==> src/rtl/mrg_pkg.sv <==
// Shared field positions, types and decode helpers for the mode register guard.
// Assumes the mode word is at least 13 bits wide.
package mrg_pkg;
    localparam int TM_BIT  = 7;
    localparam int DLL_BIT = 8;
    localparam int WR_LO   = 9;
    localparam int WR_HI   = 11;
    localparam int PD_BIT  = 12;
    localparam int WRC_W   = 4;

    typedef struct packed {
        logic       test;
        logic       dll;
        logic [2:0] wr_code;
        logic       slow;
    } mr_fields_t;

    // Pull the fields this block acts on out of the low 13 bits of a word.
    function automatic mr_fields_t get_fields(input logic [PD_BIT:0] w);
        mr_fields_t f;
        f.test    = w[TM_BIT];
        f.dll     = w[DLL_BIT];
        f.wr_code = w[WR_HI:WR_LO];
        f.slow    = w[PD_BIT];
        return f;
    endfunction

    // Code 001..111 gives 2..8 clocks; code 000 is reserved.
    function automatic logic [WRC_W-1:0] wr_from_code(input logic [2:0] c);
        return {1'b0, c} + WRC_W'(1);
    endfunction
endpackage

==> src/rtl/mrg_mode_reg.sv <==
// Mode register image and field decode.
// What it does: accepts writes unless the test-mode bit is set, stores the
// word with the DLL-reset bit cleared, keeps the previous write recovery when
// the code is reserved, and raises one-cycle error flags.
// Assumes: mrs_word is known whenever mrs_wr is high.
module mrg_mode_reg
    import mrg_pkg::*;
#(
    parameter int MR_W = 13
) (
    input  logic             clk,
    input  logic             rst_n,
    input  logic             mrs_wr,
    input  logic [MR_W-1:0]  mrs_word,
    output logic [MR_W-1:0]  mr_image,
    output logic [WRC_W-1:0] wr_clks,
    output logic             slow_exit,
    output logic             err_test,
    output logic             err_rsvd,
    output logic             dll_load
);
    localparam logic [MR_W-1:0] IMG_RST = MR_W'(1) << WR_LO;

    mr_fields_t      fld;
    logic            accept;
    logic            rsvd;
    logic [MR_W-1:0] img_nxt;

    // Decode the incoming word and form the next image.
    always_comb begin
        fld      = get_fields(mrs_word[PD_BIT:0]);
        accept   = mrs_wr && !fld.test;
        rsvd     = (fld.wr_code == 3'b000);
        dll_load = accept && fld.dll;
        img_nxt  = mrs_word;
        img_nxt[DLL_BIT] = 1'b0;
        if (rsvd) begin
            img_nxt[WR_HI:WR_LO] = mr_image[WR_HI:WR_LO];
        end
    end

    // Hold the image and decoded settings.
    always_ff @(posedge clk) begin
        if (!rst_n) begin
            mr_image  <= IMG_RST;
            wr_clks   <= WRC_W'(2);
            slow_exit <= 1'b0;
        end else if (accept) begin
            mr_image  <= img_nxt;
            slow_exit <= fld.slow;
            if (!rsvd) begin
                wr_clks <= wr_from_code(fld.wr_code);
            end
        end
    end

    // One-cycle error pulses for rejected or partly applied writes.
    always_ff @(posedge clk) begin
        if (!rst_n) begin
            err_test <= 1'b0;
            err_rsvd <= 1'b0;
        end else begin
            err_test <= mrs_wr && fld.test;
            err_rsvd <= accept && rsvd;
        end
    end
endmodule

==> src/rtl/mrg_read_lock.sv <==
// DLL relock READ lockout.
// What it does: loads LOCK_CYC on a DLL reset and counts down to zero; READ
// is permitted only at zero. A reload during the count restarts it.
// Assumes: LOCK_CYC >= 1.
module mrg_read_lock #(
    parameter int LOCK_CYC = 200
) (
    input  logic clk,
    input  logic rst_n,
    input  logic load,
    output logic rd_permit
);
    localparam int CNT_W = $clog2(LOCK_CYC + 1);

    logic [CNT_W-1:0] cnt;

    // Count the remaining relock cycles.
    always_ff @(posedge clk) begin
        if (!rst_n) begin
            cnt <= '0;
        end else if (load) begin
            cnt <= CNT_W'(LOCK_CYC);
        end else if (cnt != '0) begin
            cnt <= cnt - CNT_W'(1);
        end
    end

    // READ allowed once the count is exhausted.
    always_comb rd_permit = (cnt == '0);
endmodule

==> src/rtl/mrg_ap_timer.sv <==
// Per-bank auto-precharge delay timer.
// What it does: on a last data beat for an idle bank, loads the write
// recovery value; the precharge pulse is raised in the cycle whose closing
// edge lies WR edges after the load edge. A load while busy is ignored.
// Assumes: wr_clks is at least 2.
module mrg_ap_timer
    import mrg_pkg::*;
(
    input  logic             clk,
    input  logic             rst_n,
    input  logic             last_beat,
    input  logic [WRC_W-1:0] wr_clks,
    output logic             busy,
    output logic             fire
);
    logic [WRC_W-1:0] cnt;

    // Load on an idle last beat, otherwise count down.
    always_ff @(posedge clk) begin
        if (!rst_n) begin
            cnt <= '0;
        end else if (last_beat && cnt == '0) begin
            cnt <= wr_clks;
        end else if (cnt != '0) begin
            cnt <= cnt - WRC_W'(1);
        end
    end

    // Busy while a precharge is owed; fire in its final cycle.
    always_comb begin
        busy = (cnt != '0);
        fire = (cnt == WRC_W'(1));
    end
endmodule

==> src/rtl/mrg_guard.sv <==
// Mode register timing guard, top level.
// What it does: ties the register image, READ lockout and one precharge
// timer per bank together, and answers whether a bank is free.
// Assumes: NBANK is a power of two; MR_W >= 13.
module mrg_guard
    import mrg_pkg::*;
#(
    parameter int NBANK    = 8,
    parameter int LOCK_CYC = 200,
    parameter int MR_W     = 13,
    localparam int BANK_W  = $clog2(NBANK)
) (
    input  logic              clk,
    input  logic              rst_n,
    input  logic              mrs_wr,
    input  logic [MR_W-1:0]   mrs_word,
    input  logic              wap_last,
    input  logic [BANK_W-1:0] wap_bank,
    input  logic [BANK_W-1:0] cmd_bank,
    output logic              rd_permit,
    output logic              cmd_blocked,
    output logic [NBANK-1:0]  bank_busy,
    output logic [NBANK-1:0]  pre_fire,
    output logic [WRC_W-1:0]  wr_clks,
    output logic              slow_exit,
    output logic [MR_W-1:0]   mr_image,
    output logic              err_test,
    output logic              err_rsvd
);
    logic dll_load;

    mrg_mode_reg #(.MR_W(MR_W)) u_mreg (
        .clk       (clk),
        .rst_n     (rst_n),
        .mrs_wr    (mrs_wr),
        .mrs_word  (mrs_word),
        .mr_image  (mr_image),
        .wr_clks   (wr_clks),
        .slow_exit (slow_exit),
        .err_test  (err_test),
        .err_rsvd  (err_rsvd),
        .dll_load  (dll_load)
    );

    mrg_read_lock #(.LOCK_CYC(LOCK_CYC)) u_lock (
        .clk       (clk),
        .rst_n     (rst_n),
        .load      (dll_load),
        .rd_permit (rd_permit)
    );

    for (genvar b = 0; b < NBANK; b++) begin : g_bank
        logic hit;
        // Route the last beat to its bank.
        always_comb hit = wap_last && (wap_bank == BANK_W'(b));
        mrg_ap_timer u_tmr (
            .clk       (clk),
            .rst_n     (rst_n),
            .last_beat (hit),
            .wr_clks   (wr_clks),
            .busy      (bank_busy[b]),
            .fire      (pre_fire[b])
        );
    end

    // Answer the scheduler's bank query.
    always_comb cmd_blocked = bank_busy[cmd_bank];
endmodule

==> config.mk <==
export PLATFORM = sky130hd
export DESIGN_NAME = mrg_guard
export DESIGN_NICKNAME = d
export VERILOG_FILES = /design/src/rtl/mrg_pkg.sv /design/src/rtl/mrg_mode_reg.sv /design/src/rtl/mrg_read_lock.sv /design/src/rtl/mrg_ap_timer.sv /design/src/rtl/mrg_guard.sv
export SDC_FILE = /design/constraint.sdc
export NUM_CORES = 1
export LEC_CHECK = 0
export ABC_CLOCK_PERIOD_IN_PS = 2900
export CAP_MARGIN = 20
export CORE_MARGIN = 2
export CORE_UTILIZATION = 55
export CTS_BUF_LIST = sky130_fd_sc_hd__clkbuf_4
export DETAILED_ROUTE_END_ITERATION = 16
export PLACE_DENSITY = 0.9
export SLEW_MARGIN = 10
export SYNTH_ARGS = -nofsm -noshare
export SYNTH_HDL_FRONTEND = slang
export SYNTH_SLANG_ARGS = --single-unit
==> constraint.sdc <==
create_clock -name clk -period 2.9 [get_ports clk]
set_clock_uncertainty 0.05 [all_clocks]
set_input_delay 0.58 -clock clk [delete_from_list [all_inputs] [get_ports clk]]
set_output_delay 0.58 -clock clk [all_outputs]
set_load 0.02 [all_outputs]
; ---- Word-level counts from Yosys, hierarchy flattened
; Cells that the tools add are included.
[totals]
wordCells = 116
out_inout_bits = 38
regBits = 59
inputBits = 23
[classes]
n_eq_ne = 15
order_cmp = 1
mux = 20
n_reduce_logical = 52
addsub = 10
n_bitwise = 2
[op_table]
columns = cell, n
row1 = 4-bit two-way mux, 16
row2 = "4-bit by 1-bit == test with 1-bit output, second input constant", 8
row3 = 4-bit logical NOT, 8
row4 = 4-bit nonzero test, 8
row5 = "4-bit by 1-bit subtractor with 4-bit output, second input constant", 8
row6 = 1-bit logical AND, 20
row7 = 2-bit nonzero test, 9
row8 = 8-bit two-way mux, 2
row9 = "3-bit == test, second input constant", 4
row10 = 8-bit logical NOT, 1
row11 = 8-bit nonzero test, 1
row12 = "8-bit by 1-bit subtractor with 8-bit output, second input constant", 1
row13 = "3-bit by 2-bit == test with 1-bit output, second input constant", 2
row14 = 3-bit logical NOT, 2
row15 = "3-bit by 1-bit adder with 4-bit output, second input constant", 1
row16 = "3-bit by 4-bit < comparator with 1-bit output, second input constant", 1
row17 = 1-bit binary-select mux with 3-bit select, 1
row18 = "3-bit by 1-bit == test with 1-bit output, second input constant", 1
row19 = 1-bit NOT, 2
row20 = 2-bit AND reduction, 1
row21 = 2-bit OR reduction, 1
row22 = 1-bit logical NOT, 1
row23 = 1-bit two-way mux, 1

; ---- Longest topological paths before layout
[depth]
ltp_word = 4
mapped_depth = 6
mapped_depth_nobuf = 6

; ---- By module
; A second synthesis with hierarchy kept.
[hier_totals]
hier_cells = 384
hier_area_um2 = 3444.6
[modules_own_cells]
columns = mod, seq_area_each_um2, instances, cells_per_inst, area_per_inst_um2
row1 = mrg_ap_timer, 80.1, 8, 30, 261.5
row2 = mrg_mode_reg, 360.3, 1, 83, 817.0
row3 = mrg_read_lock, 160.2, 1, 45, 412.9
row4 = mrg_guard, 0.0, 1, 16, 122.6

; ---- Worst setup path after synthesis
; Ideal clock, no wire load.
[synth_timing]
path_type = reg-to-output
from = register g_bank[2].u_tmr.cnt[0]
to = output port cmd_blocked
arrival_ns = 1.751
t_required_ns = 2.270
path_stages_with_launch = 6
path_buffers = 0
path_slack_ns = 0.519
path_cell_list = dfxtp_1 inv_1 ha_1 nor3b_1 a2111oi_0 or4_1
[synth_via]
elab_chain_len = 3
[synth_rtl]
columns = element, line
row1 = from (decl), mrg_ap_timer.sv:16  ; logic [WRC_W-1:0] cnt;
row2 = from (signal assigned), mrg_ap_timer.sv:23  ; cnt <= wr_clks;
row3 = from (signal assigned), mrg_ap_timer.sv:25  ; cnt <= cnt - WRC_W'(1);
row4 = 4-bit nonzero test, mrg_ap_timer.sv:31  ; busy = (cnt != '0);
row5 = 1-bit binary-select mux with 3-bit select, mrg_guard.sv:67  ; always_comb cmd_blocked = bank_busy[cmd_bank];
row6 = 1-bit two-way mux (not written as such), mrg_guard.sv:67
row7 = to (decl), mrg_guard.sv:21  ; output logic cmd_blocked,
; Every way passes these cells. The select of a mux whose other input is x is not followed.

; ---- Final worst setup path
[layout_timing]
from = register g_bank[4].u_tmr.cnt[0]
to = output port cmd_blocked
[layout_via]
elab_chain_len = 3
[layout_rtl]
columns = element, line
row1 = from (decl), mrg_ap_timer.sv:16
row2 = from (signal assigned), mrg_ap_timer.sv:23
row3 = from (signal assigned), mrg_ap_timer.sv:25
row4 = 4-bit nonzero test, mrg_ap_timer.sv:31
row5 = 1-bit binary-select mux with 3-bit select, mrg_guard.sv:67
row6 = 1-bit two-way mux (not written as such), mrg_guard.sv:67
; Every way passes these cells. The select of a mux whose other input is x is not followed.

==> results.cfg <==
[logic_synthesis]
yosys-top-cells-area = dfxtp_1, ha_1, a21oi_1
ys_types = 51
post_synth.cell_area_avg_um2 = 8.63
yosysTopAreaCell = dfxtp_1
synth-seq-cells = 58
synth_edf_count = 0
yosys_warnings = 0
netlist_area_um2 = 3360
synth_ff_type = dfxtp_1
syn-instance-count = 390
synth-async-reset-ratio_pct = 0
seq_area_frac_synth_pct = 34.5
synth_top_area_share_pct = 34.5
syn-num-nets = 440

[timing]
tightest_slew_ns = 0.582
rsz0062_at_grt = true
worst_slack_ns = -0.0357
hold_viol_final = 0
final.setup.tns_ns = -0.0357
slew_headroom_pct = 61.1
post-route-period-util_pct = 101
period_minus_slack_ns = 2.94
finalMaxSlewViolations = 0
setup-violations-final = 1
max_freq_mhz = 341

[setup_path]
rrSetupSlack_ns = 1.09
r2r-end = g_bank[0].u_tmr.cnt[0]
critical_path.startpoint_type = flip-flop
reg2regPathDepth = 5
worstPathArrival_ns = 2.31
regToRegStartpoint = g_bank[0].u_tmr.cnt[0]
crit_type = reg -> out
cp-end-kind = output port
crit_required_ns = 2.27
crit_path_max_fanout = 5
critical_path.startpoint = g_bank[4].u_tmr.cnt[0]
critPathCapture = cmd_blocked

[clocking]
clock_sinks = 58
cts_buffers = 9
clock_latency_ns = 0.40
cts_root_buffer = clkbuf_4
clk_path_buf_depth = 2
cts_tree = done
clk_pin_slew_ns = 0.10
htree_levels = 3

[die]
core_um2 = 5920
fp.dieH_um = 82.2
initial_core_util_pct = 56.8
die_area_um2 = 6760
rows = 28
io_pins = 61
fp.dieW_um = 82.2

[placed_design]
place_hpwl_um = 5660
globalplace.congestion = 0.854
pre_cts_slack_ns = -0.348
portBuffers = 59
placedCellCount = 504
dpl_cell_area_um2 = 3950

[final_layout]
num_antenna_cells = 0
stdcell_count = 519
layout.nets = 490
final_area_um2 = 4100
final_common_cell = dfxtp_1
fillCellCount = 502
layout_common_cells = dfxtp_1, clkdlybuf4s50_1, inv_1, nand2_1, a21oi_1
area_growth_pct = 21.8
regArea_um2 = 1160
drive_gt1_share_pct = 9.91
multi_input_area_um2 = 1920

[detailed_routing]
route.detailed.drc = 0
drt_iter0_drc = 218
wl_per_cell_um = 15.6
ant_nets = 0
routed_wl_um = 8070
wl_met3_um = 629
first_pass_iters = 5
top_layer = met4
num_vias = 3005
vias_per_cell = 5.79
wl_met2_um = 3980
wl_met1_um = 3250

[worst_hold_path]
hold_class = reg -> reg

[power_and_ir_drop]
switchingPower_mw = 1.76
clkPwrFrac_pct = 11.2
peakVddDrop_uv = 571
p_comb_share_pct = 55.8
p_leak_nw = 1.64
power_frac_seq_pct = 33.0
switching_share_pct = 43.0
power.density_nw_per_um2 = 999
power.internal_mw = 2.33

[grt]
antenna_found_initial = 0
grt_remaining_overflow = 0
grt.total_usage_pct = 25.3
grt_pass1_wl_um = 13200
grt_max_degree = 31
grt_pass1_vias = 3003

[flow_run]
maxCapViolations = 0

[run_status]
violations = setup timing
outcome = finished, violations left
timing repair:
| action | CTS | global route |
|---|---|---|
| gates resized for setup | 8 | 9 |
| endpoints found under the setup margin | 1 | 6 |
| hold buffers | 0 | 0 |
| buffers inserted | 0 | 0 |
worst min path at each step:
stage                     depth (start not counted)                from                  to  slack, ns
after floorplan                                   2       u_lock.cnt[1]       u_lock.cnt[1]       0.40
after global placement                            2  u_mreg.mr_image[2]  u_mreg.mr_image[2]       0.39
after detailed placement                          2  u_mreg.mr_image[1]  u_mreg.mr_image[1]       0.40
after CTS                                         2  u_mreg.mr_image[2]  u_mreg.mr_image[2]       0.41
after global routing                              2  u_mreg.mr_image[1]  u_mreg.mr_image[1]       0.42
final                                             2  u_mreg.mr_image[2]  u_mreg.mr_image[2]       0.41
worst max-delay path, cell delays in order (launching register included):
cell and delay (ns):
dfxtp_1 0.41, inv_1 0.09, ha_1 0.24, nor4b_2 0.18, a2111oi_1 0.49, or4_1 0.20, clkdlybuf4s15_1 0.30
area by class of cell:
| type | instances | share of cell area (%) |
|---|---|---|
| multi-input combinational | 264 | 46.8 |
| tap | 75 | 2.29 |
| sequential | 58 | 28.3 |
| clock inverter | 5 | 0.549 |
| clock buffer | 10 | 1.83 |
| timing repair buffer | 73 | 17.1 |
| inverter | 34 | 3.11 |
logic make-up (layout without fill, tap and decap cells):
kind of cell / after synthesis / in the layout / synth area share, %
fa+ha+maj: 27 / 27 / 10.0
flops: 58 / 58 / 34.5
buf+inv: 68 / 122 / 9.93
simple gates: 122 / 122 / 21.2
mux: 11 / 11 / 3.31
xor+xnor: 15 / 15 / 3.90
other cells: 1 / 1 / 0.111
compound gates: 88 / 88 / 17.0
registers in the layout, summed over array words and instances, names as in the netlist:
register and cells:
u_mreg.mr_image 11, u_mreg.wr_clks 4, u_mreg.err_rsvd 1, u_mreg.slow_exit 1, g_bank.u_tmr.cnt 32, u_lock.cnt 8, u_mreg.err_test 1
cell usage after synthesis, types with 11 or more instances:
master     n
dfxtp_1   58
inv_1     33
nand2_1   30
a21oi_1   29
ha_1      27
buf_4     19
a211oi_1  18
nor3_1    15
clkbuf_1  14
nor3b_1   14
xnor2_1   12
o21ai_0   11
power groups by stage:
stage                     sequential, mW  clock, mW  combinational (mW)
after global placement              1.33          0                2.14
final                               1.35      0.459                2.28
after detailed placement            1.35          0                2.24
after floorplan                     1.27          0                1.73
after CTS                           1.34      0.468                2.27
after global routing                1.39      0.506                2.52
stage by stage:
step | power [mW] | util, % | hold WS [ns]
6_report | 4.09 | 69.2 | 0.413
4_1_cts | 4.08 | 68.8 | 0.413
3_3_place_gp | 3.47 | 66.7 | 0.391
2_1_floorplan | 3.00 | - | 0.404
3_5_place_dp | 3.59 | 66.7 | 0.400
5_1_grt | 4.41 | 69.2 | 0.423
routing by layer:
| layer | vias up | global-route usage (%) |
|---|---|---|
| met1 | 1395 | 28.6 |
| met2 | 115 | 42.9 |
| met4 | 0 | 13.3 |
| met3 | 25 | 7.50 |
| met5 | - | 0 |
| li1 | 1470 | - |
(Power assumes the default switching activity.)
